==> src/rtl/trace_pkg.sv <==
package trace_pkg;

    // Number of logic lanes and the widths derived from it
    parameter int unsigned TRACE_CH = 8;
    localparam int unsigned SEL_W   = $clog2(TRACE_CH);
    localparam int unsigned LIM_W   = SEL_W + 1;
    localparam int unsigned CODE_W  = SEL_W + 1;

    typedef logic [SEL_W-1:0] lane_t;
    typedef logic [LIM_W-1:0] limit_t;

    // DAC word: coarse offset from the lane, one fine step from the live bit
    typedef struct packed {
        lane_t lane;
        logic  level;
    } dac_word_t;

    // Effective rotation length: zero or out of range means all lanes
    function automatic limit_t eff_limit(input limit_t lim);
        if (lim == '0 || lim > limit_t'(TRACE_CH))
            return limit_t'(TRACE_CH);
        return lim;
    endfunction

    // Next lane given the current one and the requested limit
    function automatic lane_t step_lane(input lane_t cur, input limit_t lim);
        limit_t nxt;
        nxt = limit_t'(cur) + limit_t'(1);
        if (nxt >= eff_limit(lim))
            return '0;
        return nxt[SEL_W-1:0];
    endfunction

endpackage

==> src/rtl/sweep_edge.sv <==
module sweep_edge #(
    parameter int unsigned STAGES = 2
) (
    input  logic clk,
    input  logic rst,
    input  logic async_in,
    output logic rise_o
);
    logic [STAGES-1:0] sync_q;
    logic              last_q;

    genvar g;
    generate
        for (g = 0; g < STAGES; g++) begin : g_stage
            if (g == 0) begin : g_first
                always_ff @(posedge clk) begin
                    if (rst) sync_q[0] <= 1'b0;
                    else     sync_q[0] <= async_in;
                end
            end else begin : g_next
                always_ff @(posedge clk) begin
                    if (rst) sync_q[g] <= 1'b0;
                    else     sync_q[g] <= sync_q[g-1];
                end
            end
        end
    endgenerate

    always_ff @(posedge clk) begin
        if (rst) last_q <= 1'b0;
        else     last_q <= sync_q[STAGES-1];
    end

    assign rise_o = sync_q[STAGES-1] & ~last_q;

endmodule

==> src/rtl/lane_counter.sv <==
module lane_counter
    import trace_pkg::*;
(
    input  logic   clk,
    input  logic   rst,
    input  logic   step_i,
    input  limit_t limit_i,
    output lane_t  lane_o
);
    lane_t lane_q;

    always_ff @(posedge clk) begin
        if (rst)         lane_q <= '0;
        else if (step_i) lane_q <= step_lane(lane_q, limit_i);
    end

    assign lane_o = lane_q;

endmodule

==> src/rtl/trace_encoder.sv <==
module trace_encoder
    import trace_pkg::*;
(
    input  logic                clk,
    input  logic                rst,
    input  lane_t               lane_i,
    input  logic [TRACE_CH-1:0] sig_i,
    output dac_word_t           code_o
);
    logic      picked;
    dac_word_t code_q;

    // 8:1 selection of the live input
    always_comb begin
        picked = 1'b0;
        for (int i = 0; i < TRACE_CH; i++) begin
            if (lane_i == lane_t'(i)) picked = sig_i[i];
        end
    end

    always_ff @(posedge clk) begin
        if (rst) begin
            code_q <= '0;
        end else begin
            code_q.lane  <= lane_i;
            code_q.level <= picked;
        end
    end

    assign code_o = code_q;

endmodule

==> src/rtl/trace_stacker.sv <==
module trace_stacker
    import trace_pkg::*;
#(
    parameter int unsigned SYNC_STAGES = 2
) (
    input  logic                clk,
    input  logic                rst,
    input  logic                sweep_in,
    input  logic [TRACE_CH-1:0] sig_in,
    input  logic [LIM_W-1:0]    chan_limit,
    output logic [CODE_W-1:0]   dac_code
);
    logic      sweep_rise;
    lane_t     cur_lane;
    dac_word_t word;

    sweep_edge #(.STAGES(SYNC_STAGES)) u_edge (
        .clk      (clk),
        .rst      (rst),
        .async_in (sweep_in),
        .rise_o   (sweep_rise)
    );

    lane_counter u_count (
        .clk     (clk),
        .rst     (rst),
        .step_i  (sweep_rise),
        .limit_i (chan_limit),
        .lane_o  (cur_lane)
    );

    trace_encoder u_enc (
        .clk    (clk),
        .rst    (rst),
        .lane_i (cur_lane),
        .sig_i  (sig_in),
        .code_o (word)
    );

    assign dac_code = word;

endmodule

==> config.mk <==
export PLATFORM = sky130hd
export DESIGN_NAME = trace_stacker
export DESIGN_NICKNAME = d
export VERILOG_FILES = /design/src/rtl/trace_pkg.sv /design/src/rtl/sweep_edge.sv /design/src/rtl/lane_counter.sv /design/src/rtl/trace_encoder.sv /design/src/rtl/trace_stacker.sv
export SDC_FILE = /design/constraint.sdc
export NUM_CORES = 1
export LEC_CHECK = 0
export CORE_MARGIN = 5
export CORE_UTILIZATION = 30
export CTS_BUF_LIST = sky130_fd_sc_hd__clkbuf_4
export DETAILED_ROUTE_END_ITERATION = 10
export DONT_BUFFER_PORTS = 1
export GPL_ROUTABILITY_DRIVEN = 0
export PLACE_DENSITY = 0.41
export SYNTH_ARGS = -nofsm -noshare
export SYNTH_HDL_FRONTEND = slang
export SYNTH_SLANG_ARGS = --single-unit
==> constraint.sdc <==
create_clock -name clk -period 3.5 [get_ports clk]
set_input_delay 0.7 -clock clk [delete_from_list [all_inputs] [get_ports clk]]
set_output_delay 0.7 -clock clk [all_outputs]
set_load 0.005 [all_outputs]
# Yosys cells after proc, flatten, opt, wreduce, memory -nomap -nowiden
# Cells that the tools add are included.
dict set report totals {
  out_inout_bits 4
  ff_bits 10
}
dict set report op_classes {
  add_sub_neg 1
  n_mux 20
  n_reduce_logical 3
  bitwise_logic 2
  order_cmp 2
  eq_ne 7
}
# op n
set op_table {}
lappend op_table {{$mux W4} 4}
lappend op_table {{$mux W1} 14}
lappend op_table {{$eq A3 B3 Y1 const B} 4}
lappend op_table {{$eq A3 B2 Y1 const B} 2}
lappend op_table {{$mux W3} 2}
lappend op_table {{$add A3 B1 Y4 const B} 1}
lappend op_table {{$ge A4 B4 Y1} 1}
lappend op_table {{$gt A4 B4 Y1 const B} 1}
lappend op_table {{$logic_not A4 Y1} 1}
lappend op_table {{$eq A3 B1 Y1 const B} 1}
lappend op_table {{$logic_not A3 Y1} 1}
lappend op_table {{$and A1 B1 Y1} 1}
lappend op_table {{$logic_or A1 B1 Y1} 1}
lappend op_table {{$not A1 Y1} 1}

# Depth between registers and ports, before layout
# Gate-level depths: netlist of the first run.
dict set report depth {
  word_depth 13
  mapped_depth 6
  depth_no_buf 6
}

# Modules after synthesis
# Synthesis of the first run repeated with hierarchy kept, for this count alone.
dict set report unflattened {
  cells_unflattened 47
  hier_area_um2 488.0
}
# module n_inst area_per_inst_um2 seq_area_each_um2 cells_per_inst
set by_module_without_submodules {}
lappend by_module_without_submodules {lane_counter 1 244.0 60.1 29}
lappend by_module_without_submodules {trace_encoder 1 156.4 80.1 11}
lappend by_module_without_submodules {sweep_edge 1 87.6 60.1 7}

# Least setup slack after synthesis of the first run
# Ideal clock, no wire load.
dict set report synth_path {
  path_type {input to register}
  startpoint {input port chan_limit[1]}
  endpoint {register u_count.lane_q[0], in the netlist u_count.lane_o[0]}
  path_stages 6
  arrival_ns 1.687
  setup_slack_ns 1.739
  path_cell_list {nor3_1 -> nor2_1 -> ha_1 -> nor4b_4 -> mux2i_1 -> a31oi_1}
}
dict set report synth_between {
  elab_chain_len 13
  word_cells_on_any_way 14
  cone_classes {order compare (2); mux (10); reduce/logical (2)}
}
# element line_no
set synth_lines {}
lappend synth_lines {{start, declared} trace_stacker.sv:10} ;# input logic [LIM_W-1:0] chan_limit,
lappend synth_lines {{$gt A4 B4 Y1 / $logic_not A4 Y1 (equally long branches)} trace_pkg.sv:20} ;# if (lim == '0 || lim > limit_t'(TRACE_CH))
lappend synth_lines {{$logic_or A1 B1 Y1} trace_pkg.sv:20}
lappend synth_lines {{$mux W1} trace_pkg.sv:20}
lappend synth_lines {{$mux W1} lane_counter.sv:14} ;# else if (step_i) lane_q <= step_lane(lane_q, limit_i);
lappend synth_lines {{$mux W1} lane_counter.sv:13} ;# if (rst) lane_q <= '0;
lappend synth_lines {{$mux W4 *} trace_pkg.sv:22} ;# return lim;
lappend synth_lines {{$mux W4 *} lane_counter.sv:14}
lappend synth_lines {{$mux W4 *} lane_counter.sv:13}
lappend synth_lines {{$ge A4 B4 Y1 *} trace_pkg.sv:29} ;# if (nxt >= eff_limit(lim))
lappend synth_lines {{$mux W1 *} trace_pkg.sv:29}
lappend synth_lines {{$mux W1 *} lane_counter.sv:14}
lappend synth_lines {{$mux W1 *} lane_counter.sv:13}
lappend synth_lines {{$mux W3 *} trace_pkg.sv:31} ;# return nxt[SEL_W-1:0];
lappend synth_lines {{end signal, assigned} lane_counter.sv:14}
lappend synth_lines {{end, declared} lane_counter.sv:10} ;# lane_t lane_q;
# Mark *: on every way between the ends. The rest lies on a longest branch, timed or not. The select of a mux whose other input is x is not followed.
# A chain may end at the register's enable or synchronous reset.

# Final worst setup path of the first run
dict set report layout_path {
  startpoint {register u_count.lane_q[0], in the netlist u_count.lane_o[0]}
  endpoint {register u_count.lane_q[0], in the netlist u_count.lane_o[0]}
}
dict set report layout_between {
  elab_chain_len 6
}
# element line_no
set layout_lines {}
lappend layout_lines {{$add A3 B1 Y4 *} trace_pkg.sv:28} ;# nxt = limit_t'(cur) + limit_t'(1);
lappend layout_lines {{$ge A4 B4 Y1} trace_pkg.sv:29}
lappend layout_lines {{$mux W1} trace_pkg.sv:29}
lappend layout_lines {{$mux W1} lane_counter.sv:14}
lappend layout_lines {{$mux W1} lane_counter.sv:13}
lappend layout_lines {{$mux W3 *} trace_pkg.sv:31}
# Marks and branches as above.

==> flow_metrics.env, run 1 <==
export IMPL_period_needed_ns=1.80
export IMPL_cp_cell_sequence="inv_1 -> ha_1 -> ha_1 -> a21o_1 -> a21o_1 -> a31oi_1"
export IMPL_drt_iter0_markers=4
export IMPL_switching_share_pct=22.1
export IMPL_worst_path_largest_cell_delay_ns=0.41
export IMPL_critical_path_depth=6
export IMPL_regToRegStartpoint="u_count.lane_o[0]"
export IMPL_critical_path_buf_inv_count=1
export IMPL_critical_path_peak_fanout=5
export IMPL_grt_use_total_pct=8.63
export IMPL_die_x_um=56.3
export IMPL_intPower_uw=171
export IMPL_die_h_um=56.3
export IMPL_status="completed"
export IMPL_worst_slew_margin_rel_pct=78.7
export IMPL_netlist_area_um2=643
export IMPL_finalCritPeriodShare_pct=51.3
export IMPL_synthDominantCellAreaShare_pct=31.1
export IMPL_synth_seq_cells=10
export IMPL_post_synth_inst_count=68
export IMPL_drt_vias_per_instance=4.95
export IMPL_first_global_vias=452
export IMPL_dr_total_vias=480
export IMPL_drc_errors=0
export IMPL_power_combinational_fraction_pct=11.7
export IMPL_dp_hpwl_um=1020
export IMPL_synth_seq_area_share_pct=31.1
export IMPL_timing_hold_worst_endpoint="u_edge.sync_q[1]"
export IMPL_timing_max_transition_violations_final=0
export IMPL_tritoncts="done"
export IMPL_worstHoldPathType="reg -> reg"
export IMPL_post_synth_num_cell_types=23
export IMPL_cts_htree_levels=1
export IMPL_grt_antenna_before_repair=0
export IMPL_cellLeakagePower_nw=0.280
export IMPL_cell_area_after_layout_um2=694
export IMPL_cts_sinks=10
export IMPL_avgRoutedWirePerCell_um=12.8
export IMPL_path_class="reg -> reg"
export IMPL_drive_gt1_share_pct=11.4
export IMPL_yosys_top_cells_area="sky130_fd_sc_hd__dfxtp_1, sky130_fd_sc_hd__ha_1, sky130_fd_sc_hd__nor2b_1, sky130_fd_sc_hd__a2111oi_4, sky130_fd_sc_hd__inv_1"
export IMPL_synth_warning_count=0
export IMPL_antenna_cells=0
export IMPL_detailed_place_area_um2=672
export IMPL_drt_total_wl_um=1240
export IMPL_ff2ff_path_depth=6
export IMPL_initial_utilization_pct=32.1
export IMPL_transition_time_at_the_pin_with_the_least_slew_margin_ns=0.319
export IMPL_cts_clk_slew_worst_paths_ns=0.06
export IMPL_layout_common_cells="sky130_fd_sc_hd__ha_1, sky130_fd_sc_hd__dfxtp_1, sky130_fd_sc_hd__inv_1, sky130_fd_sc_hd__nor2_1"
export IMPL_overflow=0
export IMPL_post_cts_buffers=0
export IMPL_critical_r2r_capture="u_count.lane_o[0]"
export IMPL_final_antenna_violating_net_count=0
export IMPL_worst_skew_pair_late_latency_ns=0.25
export IMPL_hold_violations=0
export IMPL_synth_largest_area_cell="sky130_fd_sc_hd__dfxtp_1"
export IMPL_fmax_mhz=557
export IMPL_cts_max_path_buffers=2
export IMPL_critical_path_arrival_ns=1.98
export IMPL_min_delay_path_depth=1
export IMPL_required_ns=3.68
export IMPL_synth_nets=93
export IMPL_post_synth_cell_area_avg_um2=9.46
export IMPL_hold_start="u_edge.sync_q[0]"
export IMPL_post_cts_resize_count=0
export IMPL_power_frac_clock_pct=33.7
export IMPL_detailedRoute_firstPassIterationCount=4
export IMPL_portBuffers=0
export IMPL_vdd_ir_drop_max_v=0.000252
export IMPL_setup_viol=0
export IMPL_power_total_uw=219
export IMPL_core_area_mm2=0.00200
export IMPL_rsz0062_at_grt="no"
export IMPL_maximum_number_of_pins_on_one_net_before_global_route_repair=11
export IMPL_ff2ff_setup_slack_ns=1.70
export IMPL_top_level_ports=19
export IMPL_switching_power_uw=48.4
export IMPL_power_sequential_fraction_pct=54.6
export IMPL_placement_rows=16
export IMPL_final_setup_skew_ns=0.00114
export IMPL_area_growth_synth_to_final_pct=7.98
export IMPL_endpoint_kind="flip-flop"
export IMPL_cp_slowest_cell="sky130_fd_sc_hd__dfxtp_1"
export IMPL_ctsHoldBuffers=0
export IMPL_die_area_mm2=0.00317
export IMPL_fin_setup_tns_ns=0
export IMPL_max_cap_violations=0
export IMPL_tritoncts_num_buffers=3
export IMPL_cts_root_buffer_cell="sky130_fd_sc_hd__clkbuf_4"
export IMPL_power_density_cell_area_mw_per_mm2=316
export IMPL_worst_setup_path_start_kind="flip-flop"
export IMPL_finalNetCount=97
export IMPL_global_route_wire_length_before_repair_um=2090
export IMPL_worst_path_dominant_cell_family="adder cells"
==> routing by layer <==
layer | global-route usage [%] | part of all wire (%) | wire length, um
met5 | 0 | 0 | 0
met4 | 3.05 | 0.56 | 7
met3 | 6.19 | 11 | 136
met2 | 12.2 | 42 | 526
met1 | 10.1 | 46 | 571
==> power groups by stage <==
stage	sequential, mW	clock [mW]	combinational [mW]
after floorplan	0.122	0	0.0241
after global routing	0.120	0.0859	0.0289
after CTS	0.120	0.0792	0.0259
after detailed placement	0.122	0	0.0259
after global placement	0.122	0	0.0261
final	0.120	0.0739	0.0256
==> worst max path at each step <==
stage                 startpoint           endpoint  slack [ns]
3_3_place_gp       chan_limit[1]  u_count.lane_o[0]        1.56
4_1_cts        u_count.lane_o[0]  u_count.lane_o[0]        1.69
2_1_floorplan      chan_limit[1]  u_count.lane_o[0]        1.74
5_1_grt        u_count.lane_o[0]  u_count.lane_o[2]        1.56
3_5_place_dp       chan_limit[1]  u_count.lane_o[0]        1.58
6_report       u_count.lane_o[0]  u_count.lane_o[0]        1.70
==> registers in the layout, indices dropped and copies added (netlist names) <==
signal	count
u_count.lane_o	3
u_edge.last_q	1
u_edge.sync_q	2
u_enc.code_o	4
==> kinds of logic (layout without fill, tap and decap cells) <==
| kind of cell | after synthesis | count (layout) | synth area share [%] |
|---|---|---|---|
| and+or+nand+nor | 23 | 23 | 22.4 |
| AOI/OAI and AO/OA | 16 | 16 | 20.6 |
| adders and majority gates | 10 | 10 | 19.5 |
| DFF | 10 | 10 | 31.1 |
| buffers and inverters | 8 | 10 | 4.86 |
| muxes | 1 | 1 | 1.56 |
==> synth_stat cells <==
master	count
sky130_fd_sc_hd__nand3_1	1
sky130_fd_sc_hd__nand2_1	2
sky130_fd_sc_hd__ha_1	10
sky130_fd_sc_hd__nor2b_1	5
sky130_fd_sc_hd__buf_2	1
sky130_fd_sc_hd__a31oi_1	1
sky130_fd_sc_hd__o21ai_0	2
sky130_fd_sc_hd__nor2_1	6
sky130_fd_sc_hd__nor4b_4	1
sky130_fd_sc_hd__o21ai_2	1
sky130_fd_sc_hd__mux2i_1	1
sky130_fd_sc_hd__o221ai_2	1
sky130_fd_sc_hd__nand2b_1	3
sky130_fd_sc_hd__and4bb_2	1
sky130_fd_sc_hd__a2111oi_4	1
sky130_fd_sc_hd__dfxtp_1	10
sky130_fd_sc_hd__nand3b_1	1
sky130_fd_sc_hd__a21oi_1	5
sky130_fd_sc_hd__inv_1	7
sky130_fd_sc_hd__a21o_1	2
sky130_fd_sc_hd__a211oi_1	1
sky130_fd_sc_hd__a32oi_1	2
sky130_fd_sc_hd__nor3_1	3
==> layout make-up <==
cell class              count  area (um2)
flip-flops and latches     10         200
inverters                   7        26.3
well taps                  27        33.8
clock buffers               3        22.5
multi-input cells          50         412
fillers                   215        1310
==> through the flow <==
| stage | util, % | cells | hold slack, ns | setup WS (ns) |
|---|---|---|---|---|
| after global routing | 34.7 | 97 | 0.460 | 1.56 |
| after floorplan | - | 68 | 0.414 | 1.74 |
| after global placement | 33.6 | 94 | 0.430 | 1.56 |
| after CTS | 34.7 | 97 | 0.455 | 1.69 |
| after detailed placement | 33.6 | 94 | 0.450 | 1.58 |
| final | 34.7 | 97 | 0.446 | 1.70 |
(Power assumes the default switching activity.)
==> run 2: changes to the inputs <==
Settings changed: PLACE_DENSITY 0.41 to 0.42.
Clock period 3.5 ns to 1.59 ns, I/O delays scaled along.
==> run 2 against run 1 <==
  * Via count increased by 6.0%
  * Power up 130%
  * Register-to-register slack got worse by 1.6 ns
  * Die area stayed put
  * Clock skew up 0.0042 ns
  * Setup slack worse by 1.6 ns
  * Clock power increased by 140%
  * Sequential share of layout area fell by 4.0 points
  * Utilization up 7.1 points
==> flow_metrics.env, run 2 (synthesis results as in run 1) <==
export IMPL_worst_slew_margin_rel_pct=78.3
export IMPL_die_h_um=56.3
export IMPL_top_level_ports=19
export IMPL_setup_viol=0
export IMPL_cts_max_path_buffers=2
export IMPL_detailedPlace_worstSlack_ns=-0.0651
export IMPL_tritoncts="done"
export IMPL_critical_path_peak_fanout=5
export IMPL_status="completed"
export IMPL_global_route_wire_length_before_repair_um=2210
export IMPL_layout_cells_most_common="sky130_fd_sc_hd__buf_4"
export IMPL_drive_gt1_share_pct=37.5
export IMPL_finalCritPeriodShare_pct=96.1
export IMPL_worstHoldPathType="in -> reg"
export IMPL_die_x_um=56.3
export IMPL_required_ns=1.77
export IMPL_worst_setup_path_start_kind="flip-flop"
export IMPL_finalNetCount=106
export IMPL_transition_time_at_the_pin_with_the_least_slew_margin_ns=0.323
export IMPL_endpoint_kind="flip-flop"
export IMPL_avgRoutedWirePerCell_um=12.5
export IMPL_die_area_mm2=0.00317
export IMPL_drt_total_wl_um=1340
export IMPL_final_antenna_violating_net_count=0
export IMPL_setup_ws_ns=0.0624
export IMPL_grt_antenna_before_repair=0
export IMPL_initial_utilization_pct=32.1
export IMPL_drt_vias_per_instance=4.76
export IMPL_hold_violations=0
export IMPL_cts_sinks=10
export IMPL_nFillCells=206
export IMPL_detailed_place_area_um2=726
export IMPL_largest_reg_flops=4
export IMPL_path_class="reg -> reg"
export IMPL_globalRoute_busiestLayer="met2"
export IMPL_global_route_usage_met3_pct=5.73
export IMPL_global_route_met2_utilization_pct=12.7
export IMPL_drt_iter0_markers=2
export IMPL_tritoncts_num_buffers=3
export IMPL_cellLeakagePower_nw=0.323
export IMPL_worst_skew_pair_late_latency_ns=0.26
export IMPL_placement_rows=16
export IMPL_grt_use_total_pct=8.77
export IMPL_area_growth_synth_to_final_pct=30.0
export IMPL_power_density_cell_area_mw_per_mm2=616
export IMPL_fmax_mhz=655
export IMPL_final_cells=107
export IMPL_first_global_vias=513
export IMPL_drc_errors=0
export IMPL_dpl_cell_count=101
export IMPL_dr_total_vias=509
export IMPL_critical_path_arrival_ns=1.71
export IMPL_maximum_number_of_pins_on_one_net_before_global_route_repair=11
export IMPL_timing_max_transition_violations_final=0
export IMPL_core_area_mm2=0.00200
export IMPL_detailedRoute_firstPassIterationCount=2
export IMPL_final_setup_skew_ns=0.00534
export IMPL_antenna_cells=0
export IMPL_cts_root_buffer_cell="sky130_fd_sc_hd__clkbuf_4"
export IMPL_period_needed_ns=1.53
export IMPL_use_met1_pct=10.4
export IMPL_vdd_ir_drop_max_v=0.000453
export IMPL_max_cap_violations=0
export IMPL_cts_htree_levels=1
export IMPL_portBuffers=0
export IMPL_layout_common_cells="sky130_fd_sc_hd__buf_4, sky130_fd_sc_hd__dfxtp_1, sky130_fd_sc_hd__nor2_1, sky130_fd_sc_hd__nor2b_1, sky130_fd_sc_hd__a21oi_1"
export IMPL_cts_clk_slew_worst_paths_ns=0.07
export IMPL_cell_area_after_layout_um2=836
export IMPL_overflow=0
export IMPL_dp_hpwl_um=1050
run 2: area by class of cell:
class,instances,area [um2],share of cell area (%)
Sequential cell,10,208,24.9
Clock buffer,3,22.5,2.69
Tap cell,27,33.8,4.04
Inverter,7,31.3,3.74
Clock inverter,1,3.75,0.449
Multi-Input combinational cell,50,469,56.1
Timing Repair Buffer,9,67.6,8.08
run 2: power breakdown:
group,total (mW),switching [mW],internal (mW)
Clock,0.179,0.0880,0.0906
Combinational,0.0739,0.0307,0.0432
Sequential,0.262,0.00626,0.256
run 2: repair_timing:
action,CTS,global route
pin swaps,2,7
setup buffers,2,0
gates resized for setup,4,15
setup endpoints to repair,4,4
hold buffers,0,0
endpoints found under the hold margin,0,0
run 2: critical path, stage by stage (launching register included):
cell	delay [ns]
sky130_fd_sc_hd__dfxtp_4	0.37
sky130_fd_sc_hd__inv_4	0.07
sky130_fd_sc_hd__buf_4	0.12
sky130_fd_sc_hd__nor3_1	0.05
sky130_fd_sc_hd__ha_2	0.18
sky130_fd_sc_hd__nor4b_4	0.37
sky130_fd_sc_hd__mux2i_1	0.11
sky130_fd_sc_hd__a31oi_1	0.17
run 2: layer usage:
layer	vias up	part of all wire, %
li1	266	-
met1	228	43
met2	15	48
met3	0	9.1
met4	0	0
met5	-	0
run 2: final timing paths:
kind                     start  slack (ns)                end  cells past startpoint
min                        rst        0.12    u_enc.code_o[3]                      1
max reg2reg  u_count.lane_o[0]        0.06  u_count.lane_o[0]                      7
min reg2reg   u_edge.sync_q[0]        0.45   u_edge.sync_q[1]                      1
max          u_count.lane_o[0]        0.06  u_count.lane_o[0]                      7
run 2: through the flow:
step	setup TNS, ns	total power, mW	hold slack [ns]	utilization, %
floorplan	0	0.321	0.414	-
global placement	-0.186	0.334	0.388	36.3
detailed placement	-0.165	0.335	0.388	36.3
CTS	-0.0181	0.521	0.105	39.1
global route	-0.0436	0.548	0.0955	41.8
finish	0	0.514	0.116	41.8
==> run 3: changes to the inputs <==
Settings changed: CAP_MARGIN set to 20.
==> results of run 3 <==
Same layout as run 2: the final DEF is identical, and so are final timing and power.
